**src/rtl/cus_pkg.sv**
```systemverilog
package cus_pkg;

    localparam int WORD_W = 32;
    typedef logic [WORD_W-1:0] word_t;

    // Status word as the slave reports it; the top four bits are decoded.
    typedef struct packed {
        logic        cfg_valid;
        logic        crc_local_bad;
        logic        id_mismatch;
        logic        crc_global_bad;
        logic [27:0] other;
    } status_t;

    typedef enum logic [2:0] {
        S_IDLE,
        S_PC_RD,
        S_PC_WR,
        S_DRAIN,
        S_RST_WR,
        S_RST_WAIT,
        S_CHUNK,
        S_STAT
    } seq_state_e;

    typedef enum logic [2:0] {
        X_IDLE,
        X_CMD,
        X_FETCH,
        X_SEND,
        X_RSP
    } xact_state_e;

    function automatic logic status_ok(input word_t w);
        status_t s;
        s = status_t'(w);
        return s.cfg_valid && !s.crc_local_bad && !s.id_mismatch && !s.crc_global_bad;
    endfunction

    // Cycles covering at least 'us' microseconds at 'hz', never below one.
    function automatic longint delay_cycles(input longint hz, input longint us);
        longint c;
        c = (hz * us + 64'd999_999) / 64'd1_000_000;
        return (c < 1) ? 64'd1 : c;
    endfunction

endpackage

```
**src/rtl/cus_timer.sv**
```systemverilog
module cus_timer #(
    parameter int W = 18
) (
    input  logic         clk,
    input  logic         rst,
    input  logic         load,
    input  logic [W-1:0] load_val,
    output logic         expired
);
    logic [W-1:0] cnt;

    always_ff @(posedge clk) begin
        if (rst)
            cnt <= '0;
        else if (load)
            cnt <= load_val;
        else if (cnt != '0)
            cnt <= cnt - 1'b1;
    end

    assign expired = (cnt == '0);
endmodule

```
**src/rtl/cus_chunker.sv**
```systemverilog
module cus_chunker #(
    parameter int LEN_W     = 13,
    parameter int CNT_W     = 7,
    parameter int CHUNK_MAX = 64
) (
    input  logic             clk,
    input  logic             rst,
    input  logic             init,
    input  logic [LEN_W-1:0] len,
    input  logic             advance,
    output logic [LEN_W-1:0] offset,
    output logic [CNT_W-1:0] cur_cnt,
    output logic             last,
    output logic             empty
);
    localparam logic [LEN_W-1:0] LIMIT = LEN_W'(CHUNK_MAX);

    logic [LEN_W-1:0] remaining;
    logic [LEN_W-1:0] take;

    always_comb begin
        take    = (remaining > LIMIT) ? LIMIT : remaining;
        cur_cnt = CNT_W'(take);
        last    = (remaining <= LIMIT);
        empty   = (remaining == '0);
    end

    always_ff @(posedge clk) begin
        if (rst) begin
            remaining <= '0;
            offset    <= '0;
        end else if (init) begin
            remaining <= len;
            offset    <= '0;
        end else if (advance) begin
            remaining <= remaining - take;
            offset    <= offset + take;
        end
    end
endmodule

```
**src/rtl/cus_xact.sv**
```systemverilog
module cus_xact
    import cus_pkg::*;
#(
    parameter int ADDR_W = 24,
    parameter int CNT_W  = 7,
    parameter int IMG_AW = 12
) (
    input  logic              clk,
    input  logic              rst,
    input  logic              go,
    input  logic              go_wr,
    input  logic              go_use_img,
    input  logic [ADDR_W-1:0] go_addr,
    input  logic [CNT_W-1:0]  go_cnt,
    input  logic [IMG_AW-1:0] go_base,
    input  word_t             go_word,
    output logic              fin,
    output logic              fin_err,
    output word_t             fin_data,
    output logic              cmd_valid,
    input  logic              cmd_ready,
    output logic              cmd_write,
    output logic [ADDR_W-1:0] cmd_addr,
    output logic [CNT_W-1:0]  cmd_count,
    output logic              wd_valid,
    input  logic              wd_ready,
    output word_t             wd_data,
    input  logic              rsp_valid,
    input  logic              rsp_err,
    input  word_t             rsp_data,
    output logic              img_en,
    output logic [IMG_AW-1:0] img_addr,
    input  word_t             img_rdata
);
    xact_state_e       st;
    logic              wr_q;
    logic              img_q;
    logic [ADDR_W-1:0] addr_q;
    logic [CNT_W-1:0]  cnt_q;
    logic [IMG_AW-1:0] base_q;
    word_t             word_q;
    logic [CNT_W-1:0]  idx;

    always_ff @(posedge clk) begin
        if (rst) begin
            st     <= X_IDLE;
            wr_q   <= 1'b0;
            img_q  <= 1'b0;
            addr_q <= '0;
            cnt_q  <= '0;
            base_q <= '0;
            word_q <= '0;
            idx    <= '0;
        end else begin
            case (st)
                X_IDLE: if (go) begin
                    wr_q   <= go_wr;
                    img_q  <= go_use_img;
                    addr_q <= go_addr;
                    cnt_q  <= go_cnt;
                    base_q <= go_base;
                    word_q <= go_word;
                    idx    <= '0;
                    st     <= X_CMD;
                end
                X_CMD: if (cmd_ready)
                    st <= !wr_q ? X_RSP : (img_q ? X_FETCH : X_SEND);
                X_FETCH: st <= X_SEND;
                X_SEND: if (wd_ready) begin
                    if (idx == cnt_q - 1'b1) begin
                        st <= X_RSP;
                    end else begin
                        idx <= idx + 1'b1;
                        st  <= img_q ? X_FETCH : X_SEND;
                    end
                end
                X_RSP: if (rsp_valid) st <= X_IDLE;
                default: st <= X_IDLE;
            endcase
        end
    end

    always_comb begin
        cmd_valid = (st == X_CMD);
        cmd_write = wr_q;
        cmd_addr  = addr_q;
        cmd_count = cnt_q;
        wd_valid  = (st == X_SEND);
        wd_data   = img_q ? img_rdata : word_q;
        img_en    = (st == X_FETCH);
        img_addr  = base_q + IMG_AW'(idx);
        fin       = (st == X_RSP) && rsp_valid;
        fin_err   = rsp_err;
        fin_data  = rsp_data;
    end
endmodule

```
**src/rtl/cfg_upload_seq.sv**
```systemverilog
module cfg_upload_seq
    import cus_pkg::*;
#(
    parameter longint          CLK_HZ       = 200_000_000,
    parameter longint          DRAIN_US     = 500,
    parameter longint          RESET_US     = 1000,
    parameter int              VARIANT      = 0,
    parameter int              NUM_PORTS    = 5,
    parameter int              CHUNK_MAX    = 64,
    parameter int              MAX_TRIES    = 10,
    parameter int              ADDR_W       = 24,
    parameter int              IMG_AW       = 12,
    parameter logic [ADDR_W-1:0] PORTCTL_ADDR = 24'h000040,
    parameter logic [ADDR_W-1:0] RESET_ADDR   = 24'h000080,
    parameter logic [ADDR_W-1:0] STATUS_ADDR  = 24'h000004,
    parameter logic [ADDR_W-1:0] CONFIG_ADDR  = 24'h010000
) (
    input  logic                               clk,
    input  logic                               rst,
    input  logic                               start,
    input  logic [IMG_AW:0]                    img_len,
    output logic                               busy,
    output logic                               done,
    output logic                               error,
    output logic [$clog2(MAX_TRIES+1)-1:0]     attempts,
    output logic                               img_en,
    output logic [IMG_AW-1:0]                  img_addr,
    input  logic [31:0]                        img_rdata,
    output logic                               cmd_valid,
    input  logic                               cmd_ready,
    output logic                               cmd_write,
    output logic [ADDR_W-1:0]                  cmd_addr,
    output logic [$clog2(CHUNK_MAX+1)-1:0]     cmd_count,
    output logic                               wd_valid,
    input  logic                               wd_ready,
    output logic [31:0]                        wd_data,
    input  logic                               rsp_valid,
    input  logic                               rsp_err,
    input  logic [31:0]                        rsp_data
);
    localparam int     CNT_W     = $clog2(CHUNK_MAX + 1);
    localparam int     TRY_W     = $clog2(MAX_TRIES + 1);
    localparam int     LEN_W     = IMG_AW + 1;
    localparam longint DRAIN_CYC = delay_cycles(CLK_HZ, DRAIN_US);
    localparam longint RESET_CYC = delay_cycles(CLK_HZ, RESET_US);
    localparam longint TMR_MAX   = (DRAIN_CYC > RESET_CYC) ? DRAIN_CYC : RESET_CYC;
    localparam int     TMR_W     = $clog2(TMR_MAX + 1);
    localparam word_t  PORT_MASK = word_t'((64'd1 << NUM_PORTS) - 64'd1);

    word_t rst_word;

    generate
        if (VARIANT == 0) begin : g_rst_bit3
            assign rst_word = word_t'(32'h8);
        end else begin : g_rst_bit2
            assign rst_word = word_t'(32'h4);
        end
    endgenerate

    seq_state_e        state;
    logic              launched;
    logic [TRY_W-1:0]  tries;
    word_t             pc_word;
    logic [LEN_W-1:0]  len_q;
    logic              done_q;
    logic              err_q;

    // transaction engine request
    logic              x_go;
    logic              x_wr;
    logic              x_img;
    logic [ADDR_W-1:0] x_addr;
    logic [CNT_W-1:0]  x_cnt;
    logic [IMG_AW-1:0] x_base;
    word_t             x_word;
    logic              x_fin;
    logic              x_err;
    word_t             x_data;

    // chunk planner and timer
    logic              ck_init;
    logic              ck_adv;
    logic [LEN_W-1:0]  ck_off;
    logic [CNT_W-1:0]  ck_cnt;
    logic              ck_last;
    logic              ck_empty;
    logic              t_load;
    logic [TMR_W-1:0]  t_val;
    logic              t_exp;

    logic bus_state;
    logic ok_fin;

    always_comb begin
        bus_state = (state == S_PC_RD) || (state == S_PC_WR) || (state == S_RST_WR) ||
                    (state == S_CHUNK) || (state == S_STAT);
        x_go   = bus_state && !launched;
        x_wr   = 1'b0;
        x_img  = 1'b0;
        x_addr = PORTCTL_ADDR;
        x_cnt  = CNT_W'(1);
        x_base = '0;
        x_word = '0;
        case (state)
            S_PC_WR: begin
                x_wr   = 1'b1;
                x_word = pc_word;
            end
            S_RST_WR: begin
                x_wr   = 1'b1;
                x_addr = RESET_ADDR;
                x_word = rst_word;
            end
            S_CHUNK: begin
                x_wr   = 1'b1;
                x_img  = 1'b1;
                x_addr = CONFIG_ADDR + ADDR_W'(ck_off);
                x_cnt  = ck_cnt;
                x_base = IMG_AW'(ck_off);
            end
            S_STAT: x_addr = STATUS_ADDR;
            default: ;
        endcase

        ok_fin  = x_fin && !x_err;
        ck_init = (state == S_RST_WR) && ok_fin;
        ck_adv  = (state == S_CHUNK) && ok_fin;
        t_load  = ((state == S_PC_WR) || (state == S_RST_WR)) && ok_fin;
        t_val   = (state == S_PC_WR) ? TMR_W'(DRAIN_CYC) : TMR_W'(RESET_CYC);
    end

    always_ff @(posedge clk) begin
        if (rst) begin
            state    <= S_IDLE;
            launched <= 1'b0;
            tries    <= '0;
            pc_word  <= '0;
            len_q    <= '0;
            done_q   <= 1'b0;
            err_q    <= 1'b0;
        end else begin
            done_q <= 1'b0;
            err_q  <= 1'b0;
            if (x_fin)
                launched <= 1'b0;
            else if (x_go)
                launched <= 1'b1;

            case (state)
                S_IDLE: if (start) begin
                    tries <= '0;
                    len_q <= img_len;
                    state <= S_PC_RD;
                end
                S_PC_RD: if (x_fin) begin
                    if (x_err) begin
                        err_q <= 1'b1;
                        state <= S_IDLE;
                    end else begin
                        pc_word <= x_data | PORT_MASK;
                        state   <= S_PC_WR;
                    end
                end
                S_PC_WR: if (x_fin) begin
                    if (x_err) begin
                        err_q <= 1'b1;
                        state <= S_IDLE;
                    end else begin
                        state <= S_DRAIN;
                    end
                end
                S_DRAIN: if (t_exp) begin
                    tries <= TRY_W'(1);
                    state <= S_RST_WR;
                end
                S_RST_WAIT: if (t_exp)
                    state <= ck_empty ? S_STAT : S_CHUNK;
                default: begin
                    // S_RST_WR, S_CHUNK, S_STAT: bus steps that may retry
                    if (x_fin) begin
                        if (x_err || ((state == S_STAT) && !status_ok(x_data))) begin
                            if (tries == TRY_W'(MAX_TRIES)) begin
                                err_q <= 1'b1;
                                state <= S_IDLE;
                            end else begin
                                tries <= tries + 1'b1;
                                state <= S_RST_WR;
                            end
                        end else begin
                            case (state)
                                S_RST_WR: state <= S_RST_WAIT;
                                S_CHUNK:  state <= ck_last ? S_STAT : S_CHUNK;
                                default: begin
                                    done_q <= 1'b1;
                                    state  <= S_IDLE;
                                end
                            endcase
                        end
                    end
                end
            endcase
        end
    end

    assign busy     = (state != S_IDLE);
    assign done     = done_q;
    assign error    = err_q;
    assign attempts = tries;

    cus_timer #(.W(TMR_W)) u_timer (
        .clk(clk), .rst(rst), .load(t_load), .load_val(t_val), .expired(t_exp)
    );

    cus_chunker #(.LEN_W(LEN_W), .CNT_W(CNT_W), .CHUNK_MAX(CHUNK_MAX)) u_chunker (
        .clk(clk), .rst(rst), .init(ck_init), .len(len_q), .advance(ck_adv),
        .offset(ck_off), .cur_cnt(ck_cnt), .last(ck_last), .empty(ck_empty)
    );

    cus_xact #(.ADDR_W(ADDR_W), .CNT_W(CNT_W), .IMG_AW(IMG_AW)) u_xact (
        .clk(clk), .rst(rst),
        .go(x_go), .go_wr(x_wr), .go_use_img(x_img), .go_addr(x_addr),
        .go_cnt(x_cnt), .go_base(x_base), .go_word(x_word),
        .fin(x_fin), .fin_err(x_err), .fin_data(x_data),
        .cmd_valid(cmd_valid), .cmd_ready(cmd_ready), .cmd_write(cmd_write),
        .cmd_addr(cmd_addr), .cmd_count(cmd_count),
        .wd_valid(wd_valid), .wd_ready(wd_ready), .wd_data(wd_data),
        .rsp_valid(rsp_valid), .rsp_err(rsp_err), .rsp_data(rsp_data),
        .img_en(img_en), .img_addr(img_addr), .img_rdata(img_rdata)
    );
endmodule

```
**config.mk**
```make
export PLATFORM = sky130hd
export DESIGN_NAME = cfg_upload_seq
export DESIGN_NICKNAME = d
export VERILOG_FILES = /design/src/rtl/cus_pkg.sv /design/src/rtl/cus_timer.sv /design/src/rtl/cus_chunker.sv /design/src/rtl/cus_xact.sv /design/src/rtl/cfg_upload_seq.sv
export SDC_FILE = /design/constraint.sdc
export NUM_CORES = 1
export LEC_CHECK = 0
export BUFFER_PORTS_ARGS = -buffer_cell sky130_fd_sc_hd__buf_4
export CORE_MARGIN = 3
export CORE_UTILIZATION = 50
export CTS_CLUSTER_DIAMETER = 80
export DETAILED_ROUTE_END_ITERATION = 7
export GPL_ROUTABILITY_DRIVEN = 0
export HOLD_SLACK_MARGIN = 0.03
export PLACE_DENSITY = 0.77
export SLEW_MARGIN = 20
export SYNTH_ARGS = -nofsm -noshare
export SYNTH_HDL_FRONTEND = slang
export SYNTH_SLANG_ARGS = --single-unit
```
**constraint.sdc**
```tcl
create_clock -name clk -period 3.3 [get_ports clk]
set_clock_uncertainty 0.05 [all_clocks]
set_input_delay 0.66 -clock clk [delete_from_list [all_inputs] [get_ports clk]]
set_output_delay 0.66 -clock clk [all_outputs]
set_load 0.01 [all_outputs]
```
==> impl_metrics.py, run 1 <==
metrics = {
    "detailed_routing": {
        "drt_first_pass_iters": 5,
        "drt-initial-drc-count": 707,
        "detail_route.wirelength_um": 21050,
        "final_routed_drc_violation_total": 0,
        "drt-vias-per-instance": 5.540,
        "drt.antenna.violating_nets": 0,
        "wire_length_per_cell_after_detailed_routing_um": 15.39,
        "vias": 7579,
    },
    "grt": {
        "groute.layer.met1.usage_pct": 30.68,
        "grt.overflow.total": 0,
        "globalRoute.busiestLayer": "met2",
        "grt_use_met3_pct": 4.418,
        "track_usage_pct": 22.89,
        "grt_start_max_net_pins": 81,
        "grt_pass1_vias": 6971,
        "grt_util_met2_pct": 37.67,
        "grt_pass1_wl_um": 33710,
        "grt_antenna_before_repair": 0,
    },
    "layout": {
        "layout_common_cells": "buf_4 (191), nand2_1 (170), dfxtp_1 (158), a21oi_1 (91), nor2_1 (82)",
        "num-fill-cells": 1384,
        "final_layout_size_suffix_gt1_share_pct": 24.83,
        "mostFrequentLayoutCell": "buf_4",
        "layoutNonFillerInstCount": 1368,
        "total_nets_final": 1250,
        "area.sequential_um2": 3184,
        "multi_input_area_um2": 4641,
        "antenna_cells": 0,
        "area_growth_syn_to_layout_pct": 26.10,
    },
    "critical_path": {
        "critPathMaxStageDelay_ns": 0.56,
        "critical_path_peak_fanout": 5,
        "critPathArrivalTime_ns": 3.49,
        "critical_path.n_buffers_inverters": 2,
        "worstPathCellList": "or4_4 -> nor3_4 -> buf_6 -> and3_4 -> ha_2 -> inv_1 -> fa_2 -> nor2b_4 -> o31ai_2 -> a21o_1 -> a21oi_2 -> nor2_1 -> xor2_1 -> o32ai_1",
        "crit_path_top_delay_cell": "or4_4",
        "worst-r2r-setup-slack_ns": 0.09,
        "worst_setup_path_end_kind": "flop",
        "timing.critical_path.max_delay_family": "simple AND/OR/NAND/NOR gates",
        "required_ns": 3.57,
        "worstSetupStartpointType": "flop",
        "setup.worst_path.class": "flop to flop",
    },
    "sta": {
        "clock.fmax_mhz": 311.1,
        "worst-slew-pin-transition_ns": 0.8925,
        "maxSlewHeadroom_pct": 40.50,
        "report.final.slew_viol_count": 0,
        "setup_viol_count_final": 0,
        "fin_hold_ws_ns": 0.4047,
        "hold_viol": 0,
        "final.min_clock_period_ns": 3.215,
        "post-route-worst-setup-slack_ns": 0.08546,
        "post-route-period-util_pct": 97.41,
    },
    "power": {
        "pwr_density_cell_nw_per_um2": 511.1,
        "internal_power_mw": 3.550,
        "pwr-share-comb_pct": 20.9,
        "p_sw_share_pct": 32.30,
        "power_spent_charging_and_discharging_nets_mw": 1.694,
        "p_seq_share_pct": 41.6,
        "max-vdd-ir-drop_uv": 492.2,
        "pwr-share-clk_pct": 37.4,
        "p_leak_nw": 4.388,
    },
    "floorplanning": {
        "die_h_um": 133.6,
        "core-area_um2": 15890,
        "floorplan.rows": 46,
        "start_util_pct": 51.22,
        "die_width_um": 133.6,
        "io_pins": 170,
        "design.die.area_um2": 17840,
    },
    "yosys": {
        "synth-seq-cells": 159,
        "syn_avg_cell_area_um2": 8.286,
        "yosysSeqAreaShare_pct": 39.12,
        "synthCells": 982,
        "synthFlopType": "dfxtp_1",
        "syn_area_um2": 8137,
        "synth_async_sr_flop_share_pct": 0,
        "synth_edf_count": 0,
        "synth_warnings": 0,
        "synth.lib_cells_used.distinct": 76,
    },
    "cts": {
        "clk_pin_slew_worst_paths_ns": 0.07,
        "clkLatencyLatePin_ns": 0.43,
        "cts_root_buffer": "clkbuf_16",
        "clock_tree.htree_level_count": 4,
        "cts_tree": "done",
        "cts_made_buffers": 17,
        "cts_num_sinks": 159,
        "clk_path_buf_depth": 2,
    },
    "flow_run": {
        "max_cap_viol_count": 0,
    },
    "worst_hold_path": {
        "class_of_the_worst_hold_path": "flop to flop",
    },
    "place": {
        "numPortBuffers": 154,
        "preCtsSetupSlack_ns": -0.008267,
        "placedCellCount": 1330,
        "place.detailed.hpwl_um": 14930,
    },
    "outcome": {
        "run_status": "finished, final reports clean",
    },
}
-- flip-flops by register name, summed over array words and instances (netlist names) --
name	count
len_q	13
u_timer.cnt	18
u_xact.st	3
u_xact.cmd_addr	5
done	1
error	1
u_xact.img_q	1
launched	1
state	3
attempts	4
u_chunker.offset	13
u_xact.cmd_write	1
u_chunker.remaining	13
u_xact.idx	7
u_xact.word_q	29
pc_word	28
u_xact.cmd_count	7
u_xact.base_q	11
-- worst min-delay path, cell delays in order, from the launching register on --
cell and delay, ns:
dfxtp_1 0.31, nand2_1 0.05, a21oi_1 0.05
-- power by group through the flow --
| stage | sequential [mW] | clock, mW | combinational, mW |
|---|---|---|---|
| after CTS | 2.18 | 2.00 | 1.10 |
| after global routing | 2.21 | 2.08 | 1.23 |
| after detailed placement | 2.22 | 0 | 1.09 |
| after floorplan | 2.19 | 0 | 0.826 |
| after global placement | 2.22 | 0 | 1.06 |
| final | 2.18 | 1.96 | 1.10 |
-- worst paths after layout --
check | startpoint | to | depth (start not counted)
worst max-delay path | u_chunker.remaining[10]$_SDFFE_PP0P_ | u_chunker.offset[10]$_SDFFE_PP0P_ | 14
worst min-delay path | pc_word[6]$_SDFFE_PP0P_ | pc_word[6]$_SDFFE_PP0P_ | 2
worst max register to register | u_chunker.remaining[10]$_SDFFE_PP0P_ | u_chunker.offset[10]$_SDFFE_PP0P_ | 14
worst min register to register | pc_word[6]$_SDFFE_PP0P_ | pc_word[6]$_SDFFE_PP0P_ | 2
-- through the flow --
| stage | setup TNS, ns | total power [mW] | util (%) | instance area (µm²) |
|---|---|---|---|---|
| floorplan | 0 | 3.013 | - | 8189 |
| global placement | 0 | 3.283 | 60.02 | 9534 |
| detailed placement | -0.008267 | 3.309 | 60.02 | 9534 |
| CTS | 0 | 5.283 | 63.88 | 10150 |
| global route | -0.04929 | 5.513 | 64.59 | 10260 |
| finish | 0 | 5.244 | 64.59 | 10260 |
-- layout make-up --
type	instances	area share, %
multi-input cells	742	45.23
clock inverters	15	1.720
repair buffers	193	14.28
flip-flops and latches	159	31.04
clock buffers	17	4.146
well taps	216	2.634
inverters	26	0.9512
-- kinds of logic (layout without fill, tap and decap cells) --
group	Yosys count	in the layout	share of synthesized area, %
xor+xnor	42	42	4.690
buf+inv	95	251	5.520
other cells	2	16	0.09230
mux	31	31	4.260
flops	159	159	39.12
fa+ha+maj	27	27	4.336
simple gates	372	372	21.51
compound gates	254	254	20.47
-- cells in the mapped netlist, types with 3 or more instances --
master | count | area [µm²]
o21ai_0 | 38 | 190.2
buf_4 | 20 | 150.1
a22oi_1 | 9 | 67.56
o22ai_1 | 12 | 75.07
or3_1 | 9 | 56.30
a211oi_1 | 7 | 52.55
buf_2 | 7 | 35.03
inv_1 | 25 | 93.84
clkbuf_1 | 39 | 146.4
a21o_1 | 5 | 37.54
nand2_1 | 170 | 638.1
nor2_1 | 84 | 315.3
a22o_1 | 40 | 350.3
a32o_1 | 5 | 50.05
or4_1 | 9 | 67.56
a21oi_1 | 92 | 460.4
o21a_1 | 4 | 30.03
a31oi_1 | 3 | 18.77
xnor2_1 | 15 | 131.4
nand3_1 | 16 | 80.08
nor2b_1 | 7 | 43.79
and2_1 | 6 | 37.54
nand2b_1 | 8 | 50.05
dfxtp_1 | 159 | 3183
nand4_1 | 5 | 31.28
o211ai_1 | 7 | 52.55
or2_2 | 3 | 18.77
o31ai_1 | 3 | 22.52
nor3b_1 | 5 | 37.54
xor2_1 | 26 | 227.7
a21boi_0 | 4 | 30.03
a221oi_1 | 5 | 43.79
and3_1 | 7 | 43.79
mux2_2 | 29 | 326.6
or4b_1 | 3 | 30.03
nand3b_1 | 4 | 30.03
nor3_1 | 17 | 85.08
ha_1 | 25 | 312.8
nor4_1 | 4 | 25.02
-- metal layers --
layer | part of all wire, % | up-vias
met5 | 0 | -
met4 | 1.3 | 0
met3 | 5.3 | 24
met2 | 49 | 214
met1 | 45 | 3565
li1 | - | 3776
-- repair_timing --
item                       4_1_cts  5_1_grt
hold buffers                     0        0
setup endpoints to repair        4        9
resized for setup                5       20
pin swaps                        2       10
cloned                           0        0
setup buffers                    1        5
Power figures use the tool's default switching activity.
==> inputs of run 2 (changes only) <==
--- a/config.mk
+++ b/config.mk
@@ -5,9 +5,10 @@
 export SDC_FILE = /design/constraint.sdc
 export NUM_CORES = 1
 export LEC_CHECK = 0
+export ABC_AREA = 1
 export BUFFER_PORTS_ARGS = -buffer_cell sky130_fd_sc_hd__buf_4
 export CORE_MARGIN = 3
-export CORE_UTILIZATION = 50
+export CORE_UTILIZATION = 51
 export CTS_CLUSTER_DIAMETER = 80
 export DETAILED_ROUTE_END_ITERATION = 7
 export GPL_ROUTABILITY_DRIVEN = 0
==> impl_metrics.py, run 2 <==
metrics = {
    "grt": {
        "grt.overflow.total": 0,
        "grt_pass1_vias": 7400,
        "grt_antenna_before_repair": 0,
        "track_usage_pct": 23.14,
        "grt_pass1_wl_um": 35150,
        "grt_start_max_net_pins": 65,
    },
    "detailed_routing": {
        "vias": 8213,
        "drt-initial-drc-count": 467,
        "drt.antenna.violating_nets": 0,
        "drt_first_pass_iters": 4,
        "drt-vias-per-instance": 5.268,
        "wire_length_per_cell_after_detailed_routing_um": 13.97,
        "final_routed_drc_violation_total": 0,
        "detail_route.wirelength_um": 21780,
    },
    "sta": {
        "final.min_clock_period_ns": 3.132,
        "setup_viol_count_final": 0,
        "hold_viol": 0,
        "post-route-period-util_pct": 94.90,
        "grt_setup_unrepaired": "no",
        "worst-slew-pin-transition_ns": 0.6123,
        "fin_tns_setup_ns": 0,
        "clock.fmax_mhz": 319.3,
        "maxSlewHeadroom_pct": 59.18,
        "report.final.slew_viol_count": 0,
    },
    "yosys": {
        "synthFlopType": "dfxtp_1",
        "yosysSeqAreaShare_pct": 36.28,
        "synth.most_common_cell": "nand2_1",
        "synth_edf_count": 0,
        "synth_warnings": 0,
        "synth.lib_cells_used.distinct": 57,
        "synth_largest_area_cell": "dfxtp_1",
        "synth_async_sr_flop_share_pct": 0,
        "yosys_top_cell_area_share_pct": 36.28,
        "post_synth_main_area_contributors": "dfxtp_1 (36%), nand2_1 (8.3%), nor2_1 (5.9%)",
        "synth-seq-cells": 159,
        "synth_common_cells": "nand2_1 (195), dfxtp_1 (159), nor2_1 (137)",
        "syn_avg_cell_area_um2": 7.323,
        "synthCells": 1198,
        "syn_area_um2": 8773,
    },
    "cts": {
        "clk_path_buf_depth": 2,
        "clk_pin_slew_worst_paths_ns": 0.07,
        "cts_made_buffers": 17,
        "clkLatencyLatePin_ns": 0.43,
        "clock_tree.htree_level_count": 4,
        "cts_num_sinks": 159,
        "cts_tree": "done",
        "cts_root_buffer": "clkbuf_16",
    },
    "place": {
        "place.detailed.hpwl_um": 15690,
        "placed_cell_area_um2": 9917,
        "numPortBuffers": 154,
    },
    "critical_path": {
        "critPathArrivalTime_ns": 2.42,
        "worstSetupStartpointType": "flop",
        "setup.worst_path.class": "flop to output port",
        "critical_path_peak_fanout": 5,
        "required_ns": 2.59,
        "worst_setup_path_end_kind": "output port",
    },
    "layout": {
        "largest_register_ff_count": 29,
        "registers.top_by_ff_count": "u_xact.word_q",
        "final_layout_size_suffix_gt1_share_pct": 22.48,
        "mostFrequentLayoutCell": "nand2_1",
        "top_regs": "u_xact.word_q x29, pc_word x28, u_timer.cnt x18",
        "antenna_cells": 0,
        "total_nets_final": 1437,
        "layout_common_cells": "nand2_1 (195), buf_4 (165), dfxtp_1 (157), nor2_1 (135), inv_1 (128)",
        "num-fill-cells": 1497,
        "area_growth_syn_to_layout_pct": 19.91,
        "stdcell_area_um2": 10520,
    },
    "floorplanning": {
        "io_pins": 170,
        "floorplan.rows": 47,
        "core-area_um2": 16700,
        "start_util_pct": 52.53,
        "design.die.area_um2": 18810,
        "die_h_um": 137.2,
        "die_width_um": 137.2,
    },
    "outcome": {
        "run_status": "finished, final reports clean",
    },
    "power": {
        "report.power.total_mw": 6.313,
        "pwr_density_cell_nw_per_um2": 600.1,
        "p_leak_nw": 4.585,
        "max-vdd-ir-drop_uv": 453.7,
    },
    "worst_hold_path": {
        "class_of_the_worst_hold_path": "primary input to flop",
    },
    "flow_run": {
        "max_cap_viol_count": 0,
    },
}
-- run 2: cell count changes in the layout (fill, tap and decap cells not counted), moves of 9 or more --
cell | previous run | this run
o21ai_0 | 35 | 96
buf_4 | 191 | 165
nand2_2 | 0 | 10
nand3_1 | 16 | 93
o22ai_2 | 0 | 20
a22o_1 | 40 | 0
nand2_1 | 170 | 195
inv_2 | 0 | 15
inv_1 | 25 | 128
nor2_2 | 2 | 11
mux2_2 | 29 | 0
nor2_1 | 82 | 135
or3_1 | 9 | 0
-- run 2: cell type report --
type                            count  area [µm²]  share of cell area [%]
Tap cell                          220       275.3                   2.617
Timing Repair Buffer              166        1259                   11.96
Multi-Input combinational cell    837        4669                   44.39
Inverter                          145       546.8                   5.197
Clock inverter                     14       142.6                   1.356
Clock buffer                       18       439.2                   4.175
Sequential cell                   159        3188                   30.30
-- run 2: metrics by stage --
stage	setup WS (ns)	std cells	hold slack, ns	utilization (%)
floorplan	0.6646	1212	0.3801	-
global placement	0.4341	1526	0.3959	59.38
detailed placement	0.3654	1526	0.4007	59.38
CTS	0.07225	1558	0.3839	62.87
global route	0.02747	1559	0.3860	62.99
finish	0.1682	1559	0.3954	62.99
-- run 2: critical path, cell delays in order, from the launching register on --
cell and delay (ns):
dfxtp_4 0.38, ha_1 0.18, inv_1 0.06, fa_2 0.35, nor2_2 0.14, a211oi_2 0.06, o21ai_1 0.18, a21oi_1 0.09
nor2_1 0.18, nand2_1 0.09, xor2_1 0.14, buf_4 0.14
-- run 2: repair_timing --
action | in CTS | in global routing
hold buffers | 0 | 0
buffers inserted | 0 | 1
endpoints found under the setup margin | 2 | 2
pin swaps | 0 | 2
resized for setup | 2 | 4
hold endpoints to repair | 0 | 0
-- run 2: worst paths after layout --
check,end,slack [ns],startpoint,depth (start not counted)
max,img_addr[10],0.17,u_xact.idx[0]$_SDFFE_PP0P_,11
min,pc_word[18]$_SDFFE_PP0P_,0.40,rsp_data[18],3
max reg2reg,u_chunker.offset[12]$_SDFFE_PP0P_,0.39,u_chunker.remaining[10]$_SDFFE_PP0P_,16
min reg2reg,len_q[1]$_SDFFE_PP0P_,0.41,len_q[1]$_SDFFE_PP0P_,2
-- run 2: logic make-up after synthesis --
| kind of cell | Yosys count | share of synthesized area, % |
|---|---|---|
| compound gates | 263 | 19.00 |
| fa+ha+maj | 27 | 4.022 |
| flops | 159 | 36.28 |
| buf+inv | 216 | 11.24 |
| simple gates | 495 | 25.78 |
| other cells | 2 | 0.08560 |
| xor+xnor | 36 | 3.594 |
-- run 2: layer usage --
metal | global-route usage (%) | vias to the layer above | routed length [µm]
li1 | - | 4185 | -
met1 | 30.49 | 3734 | 9986
met2 | 37.87 | 260 | 10030
met3 | 4.669 | 34 | 1381
met4 | 7.927 | 0 | 380
met5 | 0 | - | 0
-- run 2: report_power, final --
group          total (mW)  leakage [nW]  internal (mW)  switching (mW)
registers            2.30          1.29           2.13           0.171
clock network        1.94         0.283           1.08           0.858
logic                2.08          3.01          0.737            1.34
==> inputs of run 3 (changes only) <==
--- a/config.mk
+++ b/config.mk
@@ -7,13 +7,13 @@
 export LEC_CHECK = 0
 export ABC_AREA = 1
 export BUFFER_PORTS_ARGS = -buffer_cell sky130_fd_sc_hd__buf_4
-export CORE_MARGIN = 3
+export CORE_MARGIN = 4
 export CORE_UTILIZATION = 51
 export CTS_CLUSTER_DIAMETER = 80
 export DETAILED_ROUTE_END_ITERATION = 7
 export GPL_ROUTABILITY_DRIVEN = 0
 export HOLD_SLACK_MARGIN = 0.03
-export PLACE_DENSITY = 0.77
+export PLACE_DENSITY_LB_ADDON = 0.25
 export SLEW_MARGIN = 20
 export SYNTH_ARGS = -nofsm -noshare
 export SYNTH_HDL_FRONTEND = slang
==> constraint.sdc (replaced) <==
create_clock -name clk -period 3.3 [get_ports clk]
set_clock_uncertainty 0.05 [all_clocks]
set_input_delay 0.33 -clock clk [delete_from_list [all_inputs] [get_ports clk]]
set_output_delay 0.33 -clock clk [all_outputs]
set_load 0.01 [all_outputs]
==> impl_metrics.py, run 3 (synthesis results as in run 2) <==
metrics = {
    "grt": {
        "grt.overflow.total": 0,
        "grt_start_max_net_pins": 62,
        "grt_pass1_wl_um": 35920,
        "grt_antenna_before_repair": 0,
        "track_usage_pct": 22.12,
        "grt_pass1_vias": 7443,
    },
    "detailed_routing": {
        "drt.antenna.violating_nets": 0,
        "detail_route.wirelength_um": 21800,
        "drt_first_pass_iters": 8,
        "wire_length_per_cell_after_detailed_routing_um": 14.01,
        "final_routed_drc_violation_total": 0,
        "drt-vias-per-instance": 5.258,
        "drt-initial-drc-count": 547,
        "vias": 8181,
    },
    "cts": {
        "post-cts-setup-buffer-count": 0,
        "clk_pin_slew_worst_paths_ns": 0.07,
        "cts_root_buffer": "clkbuf_16",
        "cts_tree": "done",
        "clkLatencyLatePin_ns": 0.43,
        "clock_tree.htree_level_count": 4,
        "cts_num_sinks": 159,
        "clk_path_buf_depth": 2,
        "cts.hold.buffers_added": 0,
        "cts_made_buffers": 17,
    },
    "power": {
        "pwr_density_cell_nw_per_um2": 606.7,
        "internal_power_mw": 3.993,
        "power_spent_charging_and_discharging_nets_mw": 2.374,
        "max-vdd-ir-drop_uv": 486.0,
        "p_leak_nw": 4.575,
        "pwr-share-clk_pct": 31.5,
        "report.power.total_mw": 6.366,
        "p_seq_share_pct": 36.0,
        "pwr-share-comb_pct": 32.5,
        "p_sw_share_pct": 37.28,
    },
    "layout": {
        "top_regs": "u_xact.word_q x29, pc_word x28, u_timer.cnt x18",
        "stdcell_area_um2": 10490,
        "layoutNonFillerInstCount": 1556,
        "mostFrequentLayoutCell": "nand2_1",
        "layout_common_cells": "nand2_1 (195), buf_4 (163), dfxtp_1 (158), nor2_1 (136), inv_1 (128)",
        "multi_input_area_um2": 4664,
        "area_growth_syn_to_layout_pct": 19.60,
        "registers.top_by_ff_count": "u_xact.word_q",
        "total_nets_final": 1434,
        "num-fill-cells": 1509,
        "largest_register_ff_count": 29,
        "area.sequential_um2": 3184,
        "antenna_cells": 0,
        "final_layout_size_suffix_gt1_share_pct": 22.01,
    },
    "floorplanning": {
        "io_pins": 170,
        "core-area_um2": 16700,
        "start_util_pct": 52.53,
        "design.die.area_um2": 19370,
        "die_h_um": 139.2,
        "die_width_um": 139.2,
        "floorplan.rows": 47,
    },
    "place": {
        "placed_cell_area_um2": 9889,
        "placedCellCount": 1524,
        "place.detailed.hpwl_um": 15820,
        "numPortBuffers": 154,
    },
    "sta": {
        "clock.fmax_mhz": 326.0,
        "hold_viol": 0,
        "worst-slew-pin-transition_ns": 0.7010,
        "fin_tns_setup_ns": 0,
        "final.min_clock_period_ns": 3.067,
        "maxSlewHeadroom_pct": 53.27,
        "grt_setup_unrepaired": "no",
        "setup_viol_count_final": 0,
        "report.final.slew_viol_count": 0,
        "post-route-period-util_pct": 92.94,
    },
    "critical_path": {
        "critical-path-top-cell-by-count": "nor2_1",
        "worst_setup_path_end_kind": "output port",
        "critPathMaxStageDelay_ns": 0.45,
        "critical_path.n_buffers_inverters": 2,
        "worst-r2r-setup-slack_ns": 0.40,
        "critical_path_peak_fanout": 5,
        "worst_r2r_path_depth": 16,
        "required_ns": 2.92,
        "worstPathCellList": "ha_1 -> inv_1 -> fa_1 -> nor2_1 -> a211oi_1 -> o21ai_0 -> a21oi_1 -> nor2_1 -> nand2_1 -> xor2_1 -> buf_4",
        "setup.worst_path.class": "flop to output port",
        "worstSetupStartpointType": "flop",
        "worstReg2RegEnd": "u_chunker.offset[12]$_SDFFE_PP0P_",
        "critPathArrivalTime_ns": 2.69,
        "crit-reg2reg-launch": "u_chunker.remaining[10]$_SDFFE_PP0P_",
        "timing.critical_path.max_delay_family": "adder cells",
        "crit_path_top_delay_cell": "dfxtp_1",
    },
    "worst_hold_path": {
        "worst_hold_path.endpoint": "pc_word[16]$_SDFFE_PP0P_",
        "worst_hold_startpoint": "rsp_data[16]",
        "timing.hold.worst_path_depth": 3,
        "class_of_the_worst_hold_path": "primary input to flop",
    },
    "flow_run": {
        "max_cap_viol_count": 0,
    },
    "outcome": {
        "run_status": "finished, final reports clean",
    },
}
[run 3: layer usage]
layer,vias to the layer above,GRT usage [%],wire length (µm)
met2,241,36.56,10230
met5,-,0,0
met1,3739,29.46,9925
met4,0,6.282,290
met3,24,4.483,1353
li1,4177,-,-
[run 3: power groups by stage]
stage | registers [mW] | clock network, mW | logic [mW]
2_1_floorplan | 2.29 | 0 | 1.61
3_3_place_gp | 2.32 | 0 | 2.02
3_5_place_dp | 2.33 | 0 | 2.06
4_1_cts | 2.29 | 2.04 | 2.07
5_1_grt | 2.31 | 2.13 | 2.30
6_report | 2.29 | 2.01 | 2.07
[run 3: final cells by class]
class	count	area share, %
Inverter	145	5.211
Timing Repair Buffer	163	11.66
Multi-Input combinational cell	837	44.45
Clock inverter	15	1.646
Sequential cell	159	30.35
Clock buffer	17	4.054
Tap cell	220	2.623
[run 3: worst max-delay path by stage]
stage	startpoint	endpoint	slack, ns	cells after the start
3_5_place_dp	u_chunker.remaining[10]$_SDFFE_PP0P_	u_chunker.offset[12]$_SDFFE_PP0P_	0.38	16
6_report	u_xact.idx[0]$_SDFFE_PP0P_	img_addr[10]	0.23	11
3_3_place_gp	u_chunker.remaining[10]$_SDFFE_PP0P_	u_chunker.offset[12]$_SDFFE_PP0P_	0.44	16
5_1_grt	u_chunker.remaining[4]$_SDFFE_PP0P_	u_chunker.offset[12]$_SDFFE_PP0P_	0.04	15
2_1_floorplan	u_chunker.remaining[4]$_SDFFE_PP0P_	u_chunker.offset[9]$_SDFFE_PP0P_	0.70	19
4_1_cts	u_xact.idx[0]$_SDFFE_PP0P_	img_addr[10]	0.23	11
[run 3: through the flow]
step | hold slack, ns | setup WS (ns) | util, %
global placement | 0.3927 | 0.4406 | 59.21
detailed placement | 0.3970 | 0.3754 | 59.21
CTS | 0.04878 | 0.2271 | 62.80
floorplan | 0.3598 | 0.7004 | -
global route | 0.05714 | 0.03743 | 62.83
finish | 0.06313 | 0.2328 | 62.83
[run 3: what timing repair did]
action | CTS | global route
hold endpoints to repair | 0 | 0
gates resized for setup | 0 | 1
endpoints found under the setup margin | 0 | 2
[run 3: tightest hold or removal path: stages]
cell and delay [ns]:
buf_4 0.07, nor2_1 0.03, nor2_1 0.08
